[src/rtl/flash_pe_pkg.sv]
package flash_pe_pkg;
  localparam int DW     = 8;
  localparam int AW     = 2;
  localparam int TOPBIT = DW - 1;

  localparam logic [AW-1:0] A_CTL    = 2'd0;
  localparam logic [AW-1:0] A_BLK_HI = 2'd1;
  localparam logic [AW-1:0] A_BLK    = 2'd2;

  // control register, MSB first
  typedef struct packed {
    logic wen;
    logic esu;
    logic psu;
    logic evf;
    logic pvf;
    logic ers;
    logic prg;
    logic rsvd;
  } ctl_t;

  localparam logic [DW-1:0] CTL_LIVE = 8'hFE;
endpackage

[src/rtl/flash_pe_sync.sv]
module flash_pe_sync #(
  parameter int N = 2
) (
  input  logic         clk,
  input  logic         rst_an,
  input  logic [N-1:0] raw_i,
  output logic         rst_sn,
  output logic [N-1:0] samp_o
);
  logic [1:0] rs_q;

  always_ff @(posedge clk or negedge rst_an) begin
    if (!rst_an) rs_q <= '0;
    else         rs_q <= {rs_q[0], 1'b1};
  end
  assign rst_sn = rs_q[1];

  for (genvar i = 0; i < N; i++) begin : g_samp
    logic s_q;
    always_ff @(posedge clk or negedge rst_sn) begin
      if (!rst_sn) s_q <= 1'b0;
      else         s_q <= raw_i[i];
    end
    assign samp_o[i] = s_q;
  end
endmodule

[src/rtl/flash_pe_ctl.sv]
module flash_pe_ctl
  import flash_pe_pkg::*;
(
  input  logic          clk,
  input  logic          rst_sn,
  input  logic          wr_i,
  input  logic [DW-1:0] wdata_i,
  input  logic          clr_i,
  output ctl_t          ctl_o
);
  ctl_t          ctl_q, ctl_d, req;
  logic [DW-1:0] rise;
  logic          reject, ctl_en;

  always_comb begin
    req    = ctl_t'(wdata_i & CTL_LIVE);
    rise   = (wdata_i & CTL_LIVE) & ~ctl_q;
    reject = ($countones(rise) > 1);
    ctl_d  = '0;
    ctl_en = 1'b0;
    if (clr_i) begin
      ctl_en = 1'b1;
    end else if (wr_i && !reject) begin
      ctl_en    = 1'b1;
      ctl_d.wen = req.wen;
      ctl_d.psu = req.psu & ctl_q.wen;
      ctl_d.esu = req.esu & ctl_q.wen;
      ctl_d.pvf = req.pvf & ctl_q.wen;
      ctl_d.evf = req.evf & ctl_q.wen;
      ctl_d.prg = req.prg & ctl_q.psu & ctl_d.psu;
      ctl_d.ers = req.ers & ctl_q.esu & ctl_d.esu;
      if (!ctl_d.wen) ctl_d = '0;
    end
  end

  always_ff @(posedge clk or negedge rst_sn) begin
    if (!rst_sn)     ctl_q <= '0;
    else if (ctl_en) ctl_q <= ctl_d;
  end

  assign ctl_o = ctl_q;
endmodule

[src/rtl/flash_pe_blk.sv]
module flash_pe_blk
  import flash_pe_pkg::*;
(
  input  logic          clk,
  input  logic          rst_sn,
  input  logic          wr_i,
  input  logic [DW-1:0] wdata_i,
  input  logic          wen_i,
  input  logic          clr_i,
  input  logic          lock_i,
  output logic [DW-1:0] blk_o
);
  localparam logic [DW-1:0] TOP_M = 1 << TOPBIT;

  logic [DW-1:0] blk_q, blk_d, masked;
  logic          legal, blk_en;

  always_comb begin
    masked = lock_i ? (wdata_i & ~TOP_M) : wdata_i;
    legal  = ($countones(masked) <= 1);
    blk_d  = blk_q;
    blk_en = 1'b0;
    if (clr_i || !wen_i) begin
      blk_d  = '0;
      blk_en = 1'b1;
    end else if (wr_i && legal) begin
      blk_d  = masked;
      blk_en = 1'b1;
    end else if (lock_i && blk_q[TOPBIT]) begin
      blk_d  = blk_q & ~TOP_M;
      blk_en = 1'b1;
    end
  end

  always_ff @(posedge clk or negedge rst_sn) begin
    if (!rst_sn)     blk_q <= '0;
    else if (blk_en) blk_q <= blk_d;
  end

  assign blk_o = blk_q;
endmodule

[src/rtl/flash_pe_rdmux.sv]
module flash_pe_rdmux
  import flash_pe_pkg::*;
(
  input  logic [AW-1:0] addr_i,
  input  ctl_t          ctl_i,
  input  logic [DW-1:0] blk_i,
  input  logic          blank_i,
  output logic [DW-1:0] rdata_o
);
  always_comb begin
    rdata_o = '0;
    if (!blank_i) begin
      unique case (addr_i)
        A_CTL:    rdata_o = ctl_i & CTL_LIVE;
        A_BLK:    rdata_o = blk_i;
        default:  rdata_o = '0;
      endcase
    end
  end
endmodule

[src/rtl/flash_pe_regs.sv]
module flash_pe_regs
  import flash_pe_pkg::*;
(
  input  logic          clk,
  input  logic          rst_n,
  input  logic [AW-1:0] bus_addr,
  input  logic          bus_we,
  input  logic [DW-1:0] bus_wdata,
  output logic [DW-1:0] bus_rdata,
  input  logic          lowpwr_i,
  input  logic          flash_off_i,
  input  logic          top_blk_lock_i,
  output logic          prog_setup_o,
  output logic          erase_setup_o,
  output logic          prog_o,
  output logic          erase_o,
  output logic [DW-1:0] blk_sel_o
);
  logic          rst_s, lp_q, off_q, hold;
  logic [1:0]    samp;
  ctl_t          ctl;
  logic          wen_q;
  logic [DW-1:0] ctl_byte;
  logic          wr_ctl, wr_blk;

  flash_pe_sync #(.N(2)) u_sync (
    .clk    (clk),
    .rst_an (rst_n),
    .raw_i  ({flash_off_i, lowpwr_i}),
    .rst_sn (rst_s),
    .samp_o (samp)
  );
  assign lp_q  = samp[0];
  assign off_q = samp[1];
  assign hold  = lp_q | off_q;

  assign wr_ctl = bus_we && (bus_addr == A_CTL) && !hold;
  assign wr_blk = bus_we && (bus_addr == A_BLK) && !hold;

  flash_pe_ctl u_ctl (
    .clk     (clk),
    .rst_sn  (rst_s),
    .wr_i    (wr_ctl),
    .wdata_i (bus_wdata),
    .clr_i   (hold),
    .ctl_o   (ctl)
  );
  assign wen_q    = ctl.wen;
  assign ctl_byte = ctl;

  flash_pe_blk u_blk (
    .clk     (clk),
    .rst_sn  (rst_s),
    .wr_i    (wr_blk),
    .wdata_i (bus_wdata),
    .wen_i   (wen_q),
    .clr_i   (hold),
    .lock_i  (top_blk_lock_i),
    .blk_o   (blk_sel_o)
  );

  flash_pe_rdmux u_rd (
    .addr_i  (bus_addr),
    .ctl_i   (ctl),
    .blk_i   (blk_sel_o),
    .blank_i (off_q),
    .rdata_o (bus_rdata)
  );

  assign prog_setup_o  = ctl.psu;
  assign erase_setup_o = ctl.esu;
  assign prog_o        = ctl.prg;
  assign erase_o       = ctl.ers;
endmodule

[config.mk]
export PLATFORM = sky130hd
export DESIGN_NAME = flash_pe_regs
export DESIGN_NICKNAME = d
export VERILOG_FILES = /design/src/rtl/flash_pe_pkg.sv /design/src/rtl/flash_pe_sync.sv /design/src/rtl/flash_pe_ctl.sv /design/src/rtl/flash_pe_blk.sv /design/src/rtl/flash_pe_rdmux.sv /design/src/rtl/flash_pe_regs.sv
export SDC_FILE = /design/constraint.sdc
export NUM_CORES = 1
export LEC_CHECK = 0
export BUFFER_PORTS_ARGS = -buffer_cell sky130_fd_sc_hd__clkbuf_2
export CORE_MARGIN = 10
export CORE_UTILIZATION = 52
export DETAILED_ROUTE_END_ITERATION = 16
export GPL_TIMING_DRIVEN = 0
export PLACE_DENSITY_LB_ADDON = 0.3
export SETUP_SLACK_MARGIN = 0.3
export SLEW_MARGIN = 15
export SYNTH_ARGS = -nofsm -noshare
export SYNTH_HDL_FRONTEND = slang
export SYNTH_SLANG_ARGS = --single-unit
[constraint.sdc]
create_clock -name clk -period 1.26 [get_ports clk]
set_input_delay 0.252 -clock clk [delete_from_list [all_inputs] [get_ports clk]]
set_output_delay 0.252 -clock clk [all_outputs]
set_load 0.02 [all_outputs]
## Word-level counts from Yosys, hierarchy flattened

Index checks and enable logic that the tools add are counted.

- $add $sub $neg: 14
- Magnitude comparators: 2
- Equality and inequality tests: 1
- Multiplexer cells: 14
- Bitwise logic cells: 11
- Reductions and logical operators: 16

Operators with widths:

| operator | number |
|---|---|
| 32-bit adder | 6 |
| 8-bit 2-to-1 mux | 8 |
| 32-bit by 2-bit > comparator with 1-bit output (second input constant) | 1 |
| 32-bit by 2-bit <= comparator with 1-bit output (second input constant) | 1 |
| 1-bit by 1-bit adder with 2-bit output | 8 |
| 8-bit case mux with 2 select lines | 1 |
| 1-bit AND | 8 |
| 8-bit AND | 1 |
| 8-bit NOT | 1 |
| 1-bit logical AND | 7 |
| 1-bit 2-to-1 mux | 5 |
| 2-bit AND reduction | 2 |
| 1-bit zero test | 3 |
| 3-bit nonzero test | 1 |
| 2-bit == test (second input constant) | 1 |
| 2-bit zero test | 1 |
| 2-bit nonzero test | 1 |
| 1-bit logical OR | 1 |
| 1-bit OR | 1 |

- Flip-flop bits (word level): 20
- Bits of input ports: 16
- Output and inout bits: 20
- Word-level logic and storage cells: 71

## Depth between registers and ports, before layout

Gate-level depths: netlist (run 1).

- Word-level depth: 10
- Gate-level depth with buffers: 13
- Mapped depth without buffers: 12

## Cells and area by module

From an unflattened synthesis (run 1), not the netlist that was laid out.

- Cell total of the unflattened synthesis: 123
- Area, all modules: 1267.5 µm²

By module, submodules not included:

| module | instances | cells an instance | area an instance (µm²) | sequential area each (µm²) |
|---|---|---|---|---|
| flash_pe_blk | 1 | 57 | 555.5 | 200.2 |
| flash_pe_ctl | 1 | 35 | 435.4 | 175.2 |
| flash_pe_rdmux | 1 | 19 | 128.9 | 0.0 |
| flash_pe_sync | 1 | 7 | 118.9 | 100.1 |
| flash_pe_regs | 1 | 5 | 28.8 | 0.0 |

## Worst setup path before layout (run 1)

Ideal clock, no wire load.

- Kind: in2reg
- Start: input bus_wdata[7]
- End: register u_blk.blk_q[0], in the netlist u_blk.blk_o[0]
- Library setup time: 129 ps
- Arrival time: 3161 ps
- Required time: 1131 ps
- Slack: -2031 ps
- Stages on the path: 13
- Buffers on the path: 1
- Path through: inv_1 > nor2_1 > ha_1 > inv_1 > fa_1 > inv_1 > fa_1 > ha_1 > fa_1 > or4b_1 > clkbuf_1 > o211ai_1 > a21boi_0

- Longest elaborated chain between the ends: 9
- Elaborated cells between the ends (all ways): 12
- Classes of those cells: add/sub (3); order compare (1); mux (5); reduce/logical (3)

RTL lines:

| element | RTL line | source |
|---|---|---|
| start, declared | flash_pe_regs.sv:8 | `input logic [DW-1:0] bus_wdata,` |
| 8-bit 2-to-1 mux (*) | flash_pe_blk.sv:19 | `masked = lock_i ? (wdata_i & ~TOP_M) : wdata_i;` |
| 1-bit by 1-bit adder with 2-bit output (implied by the code) (*) | flash_pe_blk.sv:20 | `legal = ($countones(masked) <= 1);` |
| 32-bit adder (implied by the code) (*) (2 in a row) | flash_pe_blk.sv:20 |  |
| 32-bit by 2-bit <= comparator with 1-bit output (*) | flash_pe_blk.sv:20 |  |
| 1-bit logical AND (*) | flash_pe_blk.sv:26 | `end else if (wr_i && legal) begin` |
| 1-bit 2-to-1 mux | flash_pe_blk.sv:26 |  |
| 1-bit 2-to-1 mux | flash_pe_blk.sv:23 | `if (clr_i \|\| !wen_i) begin` |
| 2-bit AND reduction (no source line) | -- |  |
| end signal, assigned | flash_pe_blk.sv:37 | `else if (blk_en) blk_q <= blk_d;` |
| end, declared | flash_pe_blk.sv:15 | `logic [DW-1:0] blk_q, blk_d, masked;` |

Every way passes the cells marked *; elsewhere a longest branch is shown, timed or not.
A chain may end at the register's enable or synchronous reset.

## Worst setup path after layout (run 1)

- Start: input top_blk_lock_i
- End: register u_blk.blk_q[1], in the netlist u_blk.blk_o[1]

- Longest elaborated chain between the ends: 9
- Elaborated cells between the ends (all ways): 14
- Classes of those cells: add/sub (3); order compare (1); mux (6); reduce/logical (4)

RTL lines:

| element | RTL line | source |
|---|---|---|
| start, declared | flash_pe_regs.sv:12 | `input logic top_blk_lock_i,` |
| 8-bit 2-to-1 mux | flash_pe_blk.sv:19 |  |
| 1-bit by 1-bit adder with 2-bit output (implied by the code) | flash_pe_blk.sv:20 |  |
| 32-bit adder (implied by the code) (2 in a row) | flash_pe_blk.sv:20 |  |
| 32-bit by 2-bit <= comparator with 1-bit output | flash_pe_blk.sv:20 |  |
| 1-bit logical AND | flash_pe_blk.sv:26 |  |
| 1-bit 2-to-1 mux | flash_pe_blk.sv:26 |  |
| 1-bit 2-to-1 mux | flash_pe_blk.sv:23 |  |
| 2-bit AND reduction (no source line) | -- |  |

Several ways; a longest one is shown, not always the timed one.

==> metrics, run 1 <==
maximum clock rate=0.312 GHz; layout cells sized above 1=a little over two fifths; first-pass GRT wire length=around 6.3 mm; Clk pwr share=20.2%; Post-route DRC=0; Total Wirelength=4.02 mm; endpoints failing setup=23; Synthesized Nets=~180; Clock Latency Late Sink=0.31 ns; cts bufs inserted=3; pin count of the biggest net entering global routing=18; setup ws final=-1.95 ns; clk sinks=19; CP startpoint kind=input port; Die Wd=between 70 and 80 microns; IO Count=36; CTS clk-pin slew, worst paths=~0.10 ns; DRT antenna net count=0; failing checks=setup timing; Cell Pwr Density=744 nW/um^2; fill count=143; H-tree levels=1; status=complete, but fails checks; die footprint=between 5000 and 6000 sq um; VDD IR-drop max=1.02 mV; TritonCTS clock tree=yes; max cap viols=0; area added between synthesis and finish=48.3%; Core Region=approximately 2500 sq um; Period minus WS final=3.21 ns; Final Hold Viols=0; Fin Setup TNS=-27.83 ns; dpl cell area=roughly 1700 sq um; Diodes inserted=0; Yosys warnings=0; sequential fraction of design power=approximately 41%; Root Buffer=clkbuf_4; P_int=~1.0 mW; cell leakage power=0.958 nW; synth unique cells=25; Max Fanout on Critical Path=8; register area share after synthesis=approximately 34%; GRT Resource Usage Total=~15%; Combinational Power Share=38.7%; design area=slightly above 2000 sq um; most common cell after layout, fill and taps aside=dfrtp_1; Yosys reg bits=19; Layout Nets=between 200 and 250; clk_skew=approximately 0.0060 ns; Routed WL per cell=between 15 and 20 microns; most frequent cells in the layout=dfrtp_1 (15), mux2i_1 (14), inv_1 (14); mean post-synth cell area=a little under 10 sq um; Crit Path Category=in -> reg; Slew @ Worst Pin=0.723 ns; RSZ-0062 raised after global routing=yes; vias per cell=approximately 5.6; DR iter-0 viols=89; Rows=18; gp weighted congestion=about 0.88; clock buffer depth=2; Rel. slew slack=between 50% and 60%; vias=roughly 1200; port buffer count=35; Net Sw Frac=about 33%; Die Ht=~72 microns; Core Util, Final=82.2%; period utilization=254%; grt ovf=0; Initial Util=55.5%; Hold Path Class=in -> reg; DR pass1 iterations=4; Worst Setup End Kind=register; synthesized netlist cell count=143; Crit path arrival time=between 3 and 4 ns; Synth Cell Area=around 1400 sq um; DP Wirelength=2.75 mm; net switching power of the design=around 0.5 mW; pins over their slew limit=0; Worst Path Required=approximately 1.4 ns; Worst R2R Setup Slack=-1.49 ns; vias in the first global route=between 1000 and 1500; initial antenna violation count=0
## worst paths after layout
kind                            depth (start not counted)                             end                        from
worst min register to register                          0      u_blk.blk_o[4]$_DFFE_PN0P_    u_sync.rs_q[1]$_DFF_PN0_
worst max register to register                         11      u_ctl.ctl_o[2]$_DFFE_PN0P_  u_ctl.ctl_o[5]$_DFFE_PN0P_
worst max-delay path                                   13      u_blk.blk_o[1]$_DFFE_PN0P_              top_blk_lock_i
max in group asynchronous                               0      u_ctl.ctl_o[5]$_DFFE_PN0P_    u_sync.rs_q[1]$_DFF_PN0_
worst min-delay path                                    1  u_sync.g_samp[1].s_q$_DFF_PN0_                 flash_off_i
min in group asynchronous                               2        u_sync.rs_q[0]$_DFF_PN0_                       rst_n
## metrics by stage
| stage | worst slack (ns) | power (mW) | hold WS, ns | cells |
|---|---|---|---|---|
| 2_1_floorplan | -1.83 | 0.962 | -0.0436 | 143 |
| 3_3_place_gp | -2.18 | 1.05 | 0.0368 | 208 |
| 3_5_place_dp | -2.24 | 1.08 | 0.0396 | 208 |
| 4_1_cts | -1.80 | 1.46 | 0.0354 | 218 |
| 5_1_grt | -1.99 | 1.64 | 0.0214 | 221 |
| 6_report | -1.95 | 1.54 | 0.0403 | 221 |
## power groups by stage
stage	logic [mW]	clock network, mW	registers (mW)
finish	0.598	0.312	0.633
global route	0.651	0.349	0.636
CTS	0.506	0.319	0.633
detailed placement	0.429	0	0.646
global placement	0.409	0	0.645
floorplan	0.321	0	0.641
## synth_stat cells
master	instances	area, sq um
a211oi_1	1	7.51
or4b_1	2	20.0
o211ai_1	4	30.0
or2_2	1	6.26
nor2b_1	6	37.5
mux2i_1	14	140
nand4_1	2	12.5
and4bb_2	1	12.5
dfrtp_1	19	475
nand2_1	12	45.0
fa_1	7	140
nand2b_1	3	18.8
inv_1	20	75.1
ha_1	11	138
o21ai_0	4	20.0
clkbuf_1	4	15.0
a21oi_1	5	25.0
nor4b_4	1	23.8
nor4b_2	1	15.0
nand3_1	8	40.0
conb_1	1	3.75
o2111ai_4	1	26.3
nor2_1	11	41.3
buf_4	1	7.51
a21boi_0	3	22.5
## cell families after synthesis
group	synth area share, %
adders and majority gates	19.9
DFF	34.0
AOI/OAI and AO/OA	9.39
other	0.268
and+or+nand+nor	19.5
muxes	10.0
buffers and inverters	6.98
## critical path: stages
cell and delay [ns]:
clkbuf_8 0.12, nor2_4 0.10, ha_2 0.18, inv_2 0.03, fa_1 0.48, inv_1 0.05, fa_1 0.49, ha_2 0.18
fa_2 0.45, or4b_4 0.50, buf_8 0.15, o211ai_1 0.25, a21boi_1 0.14
## layer usage
layer,vias up,routed length (microns),GRT usage (%)
li1,573,-,-
met1,610,1500,17.5
met2,50,2100,25.1
met3,13,308,5.10
met4,0,111,5.81
met5,-,0,0
## area by class of cell
| class | count | area, sq um | area share (%) |
|---|---|---|---|
| Tap cell | 30 | 37.5 | 1.81 |
| Clock buffer | 4 | 26.3 | 1.27 |
| Buffer | 5 | 55.1 | 2.65 |
| Timing Repair Buffer | 44 | 439 | 21.2 |
| Inverter | 20 | 82.6 | 3.98 |
| Sequential cell | 19 | 480 | 23.2 |
| Multi-Input combinational cell | 99 | 953 | 46.0 |
## what timing repair did
item,CTS,global route
gates resized for setup,37,34
endpoints found under the setup margin,35,35
hold buffers,1,0
endpoints found under the hold margin,2,0
pin swaps,3,11
setup buffers,5,3
## sequential cells by signal (all words and copies together), names as in the netlist
register           flops
u_blk.blk_o            8
u_ctl.ctl_o            7
u_sync.rs_q            2
u_sync.g_samp.s_q      2
(Power assumes the default switching activity.)
==> run 2: changes to the inputs <==
- CORE_UTILIZATION: 52 -> 35
- CTS_CLUSTER_SIZE: default -> 20
==> metrics, run 2 (same netlist as run 1, synthesis figures left out) <==
status=complete, but fails checks; failing checks=setup timing; clock buffer depth=2 (unchanged); Die Ht=83.2 microns (+16%); VDD IR-drop max=0.721 mV (-30%); Net Sw Frac=32.1% (-1.1 points); Combinational Power Share=35.9% (-2.8 points); Worst Setup End Kind=register; clk_skew=0.00216 ns (-0.00380 ns); Core Region=3770 sq um (+50%); Final Hold Viols=0 (unchanged); layout cells sized above 1=47.2% (+4.2 points); RSZ-0062 raised after global routing=yes; DP Wirelength=3.02 mm (+9.8%); Die Wd=83.2 microns (+16%); GRT Resource Usage Total=11.6% (-3.6 points); most frequent cells in the layout=mux2i_1 (14), inv_1 (14), clkbuf_8 (14), dfrtp_1 (14), clkbuf_2 (13); Clock Latency Late Sink=0.26 ns (-0.05 ns); area added between synthesis and finish=55.5%; DRT antenna net count=0 (unchanged); dpl cell area=1760 sq um (+1.3%); first-pass GRT wire length=6.78 mm (+7.0%); register area=482 sq um (+0.26%); post-route insts no fill=241 (+9.0%); Diodes inserted=0 (unchanged); Rows=22 (+4); CP bufs+invs=4 (unchanged); Hold Path End=u_sync.g_samp[0].s_q$_DFF_PN0_; CP max-delay cell=fa_1; maximum clock rate=0.318 GHz (+1.9%); Layout Nets=228 (+0.88%); clk sinks=19 (unchanged); Cell Pwr Density=767 nW/um^2 (+3.2%); grt ovf=0 (unchanged); Crit Path Category=in -> reg; Worst R2R Setup Slack=-1.56 ns (-0.07 ns); IO Count=36 (unchanged); worst reg2reg path endpoint=u_ctl.ctl_o[6]$_DFFE_PN0P_; vias=1240 (-0.48%); TritonCTS clock tree=yes; Post-route DRC=0 (unchanged); gp weighted congestion=0.804 (-8.3%); period utilization=250% (-4.7 points); pins over their slew limit=0 (unchanged); cts bufs inserted=3 (unchanged); Rel. slew slack=58.0% (+6.2 points); Largest register FFs=8 (unchanged); Period minus WS final=3.15 ns (-0.0592 ns); setup ws final=-1.89 ns (+0.0592 ns); Crit path arrival time=3.29 ns (-0.09 ns); fill count=330 (+130%); Fin Setup TNS=-28.10 ns (-0.270 ns); Initial Util=37.1% (-18 points); crit path from=bus_wdata[3]; sequential fraction of design power=38.0% (-3.1 points); port buffer count=35 (unchanged); hold path start=lowpwr_i; Total Wirelength=3.97 mm (-1.3%); worst reg2reg path depth=11 (unchanged); Clk pwr share=26.1% (+5.9 points); P_int=1.13 mW (+9.9%); Hold Path Depth=1 (unchanged); CTS clk-pin slew, worst paths=0.07 ns (-0.03 ns); Root Buffer=clkbuf_8; Slew @ Worst Pin=0.627 ns (-0.0959 ns); Hold Path Class=in -> reg; design area=2180 sq um (+4.9%); worst r2r src=u_ctl.ctl_o[6]$_DFFE_PN0P_; die footprint=6930 sq um (+34%); multi-input logic area=963 sq um (+1.0%); largest stage delay on the critical path=0.55 ns (+0.05 ns); net switching power of the design=0.535 mW (+4.7%); Worst Path Required=1.40 ns (-0.04 ns); placed insts=226 (+8.7%); CP startpoint kind=input port; Max Fanout on Critical Path=8 (unchanged); DR pass1 iterations=4 (unchanged); pin count of the biggest net entering global routing=18 (unchanged); endpoints failing setup=24 (+4.3%); H-tree levels=1 (unchanged); CP cell instances=clkbuf_2 > ha_1 > inv_1 > fa_1 > inv_1 > fa_1 > ha_2 > fa_2 > or4b_4 > buf_8 > o211ai_1 > a21boi_1; cell leakage power=0.984 nW (+2.8%); initial antenna violation count=0 (unchanged); Routed WL per cell=16.5 microns (-9.5%); max cap viols=0 (unchanged); DR iter-0 viols=34 (-62%); vias per cell=5.15 (-8.7%); crit-path leading delay family=adder cells; vias in the first global route=1397 (+8.4%)
## run 2: per-layer routing
layer / part of all wire, % / wire length [microns] / vias to the layer above / GRT usage, %
li1: - / - / 575 / -
met1: 43 / 1700 / 623 / 13.6
met2: 49 / 1950 / 35 / 18.9
met3: 6.6 / 260 / 7 / 4.30
met4: 1.5 / 59 / 0 / 3.54
met5: 0 / 0 / - / 0
## run 2: final cells by class
class	count	area share, %
clock buffer	4	2.07
inverter	20	3.80
tap	48	2.76
timing repair buffer	46	22.4
buffer	5	2.53
sequential	19	22.1
multi-input combinational	99	44.3
## run 2: how the worst max path moves through the flow
stage,depth (start not counted),endpoint,slack [ns]
floorplan,12,u_blk.blk_o[7]$_DFFE_PN0P_,-1.83
global placement,13,u_blk.blk_o[2]$_DFFE_PN0P_,-2.21
detailed placement,13,u_blk.blk_o[2]$_DFFE_PN0P_,-2.33
CTS,14,u_blk.blk_o[7]$_DFFE_PN0P_,-1.92
global route,14,u_blk.blk_o[0]$_DFFE_PN0P_,-1.96
finish,12,u_blk.blk_o[2]$_DFFE_PN0P_,-1.89
## run 2: power by group through the flow
stage / Clock, mW / Combinational [mW] / Sequential (mW)
global route: 0.469 / 0.660 / 0.637
detailed placement: 0 / 0.452 / 0.646
global placement: 0 / 0.419 / 0.645
floorplan: 0 / 0.321 / 0.641
finish: 0.436 / 0.599 / 0.634
CTS: 0.448 / 0.523 / 0.634
## run 2: metrics by stage
stage                     setup WS [ns]  utilization, %  total power, mW  hold WS [ns]
after floorplan                   -1.83               -            0.962       -0.0436
after global placement            -2.21            46.6             1.06        0.0374
after detailed placement          -2.33            46.6             1.10        0.0401
after CTS                         -1.92            55.6             1.60        0.0895
after global routing              -1.96            57.7             1.77        0.0887
final                             -1.89            57.7             1.67        0.0926
## run 2: repair_timing
action,in CTS,in global routing
buffers inserted,6,4
hold buffers,1,0
resized for setup,55,25
hold endpoints to repair,2,0
pin swaps,6,16
endpoints found under the setup margin,35,38
gates cloned,0,0
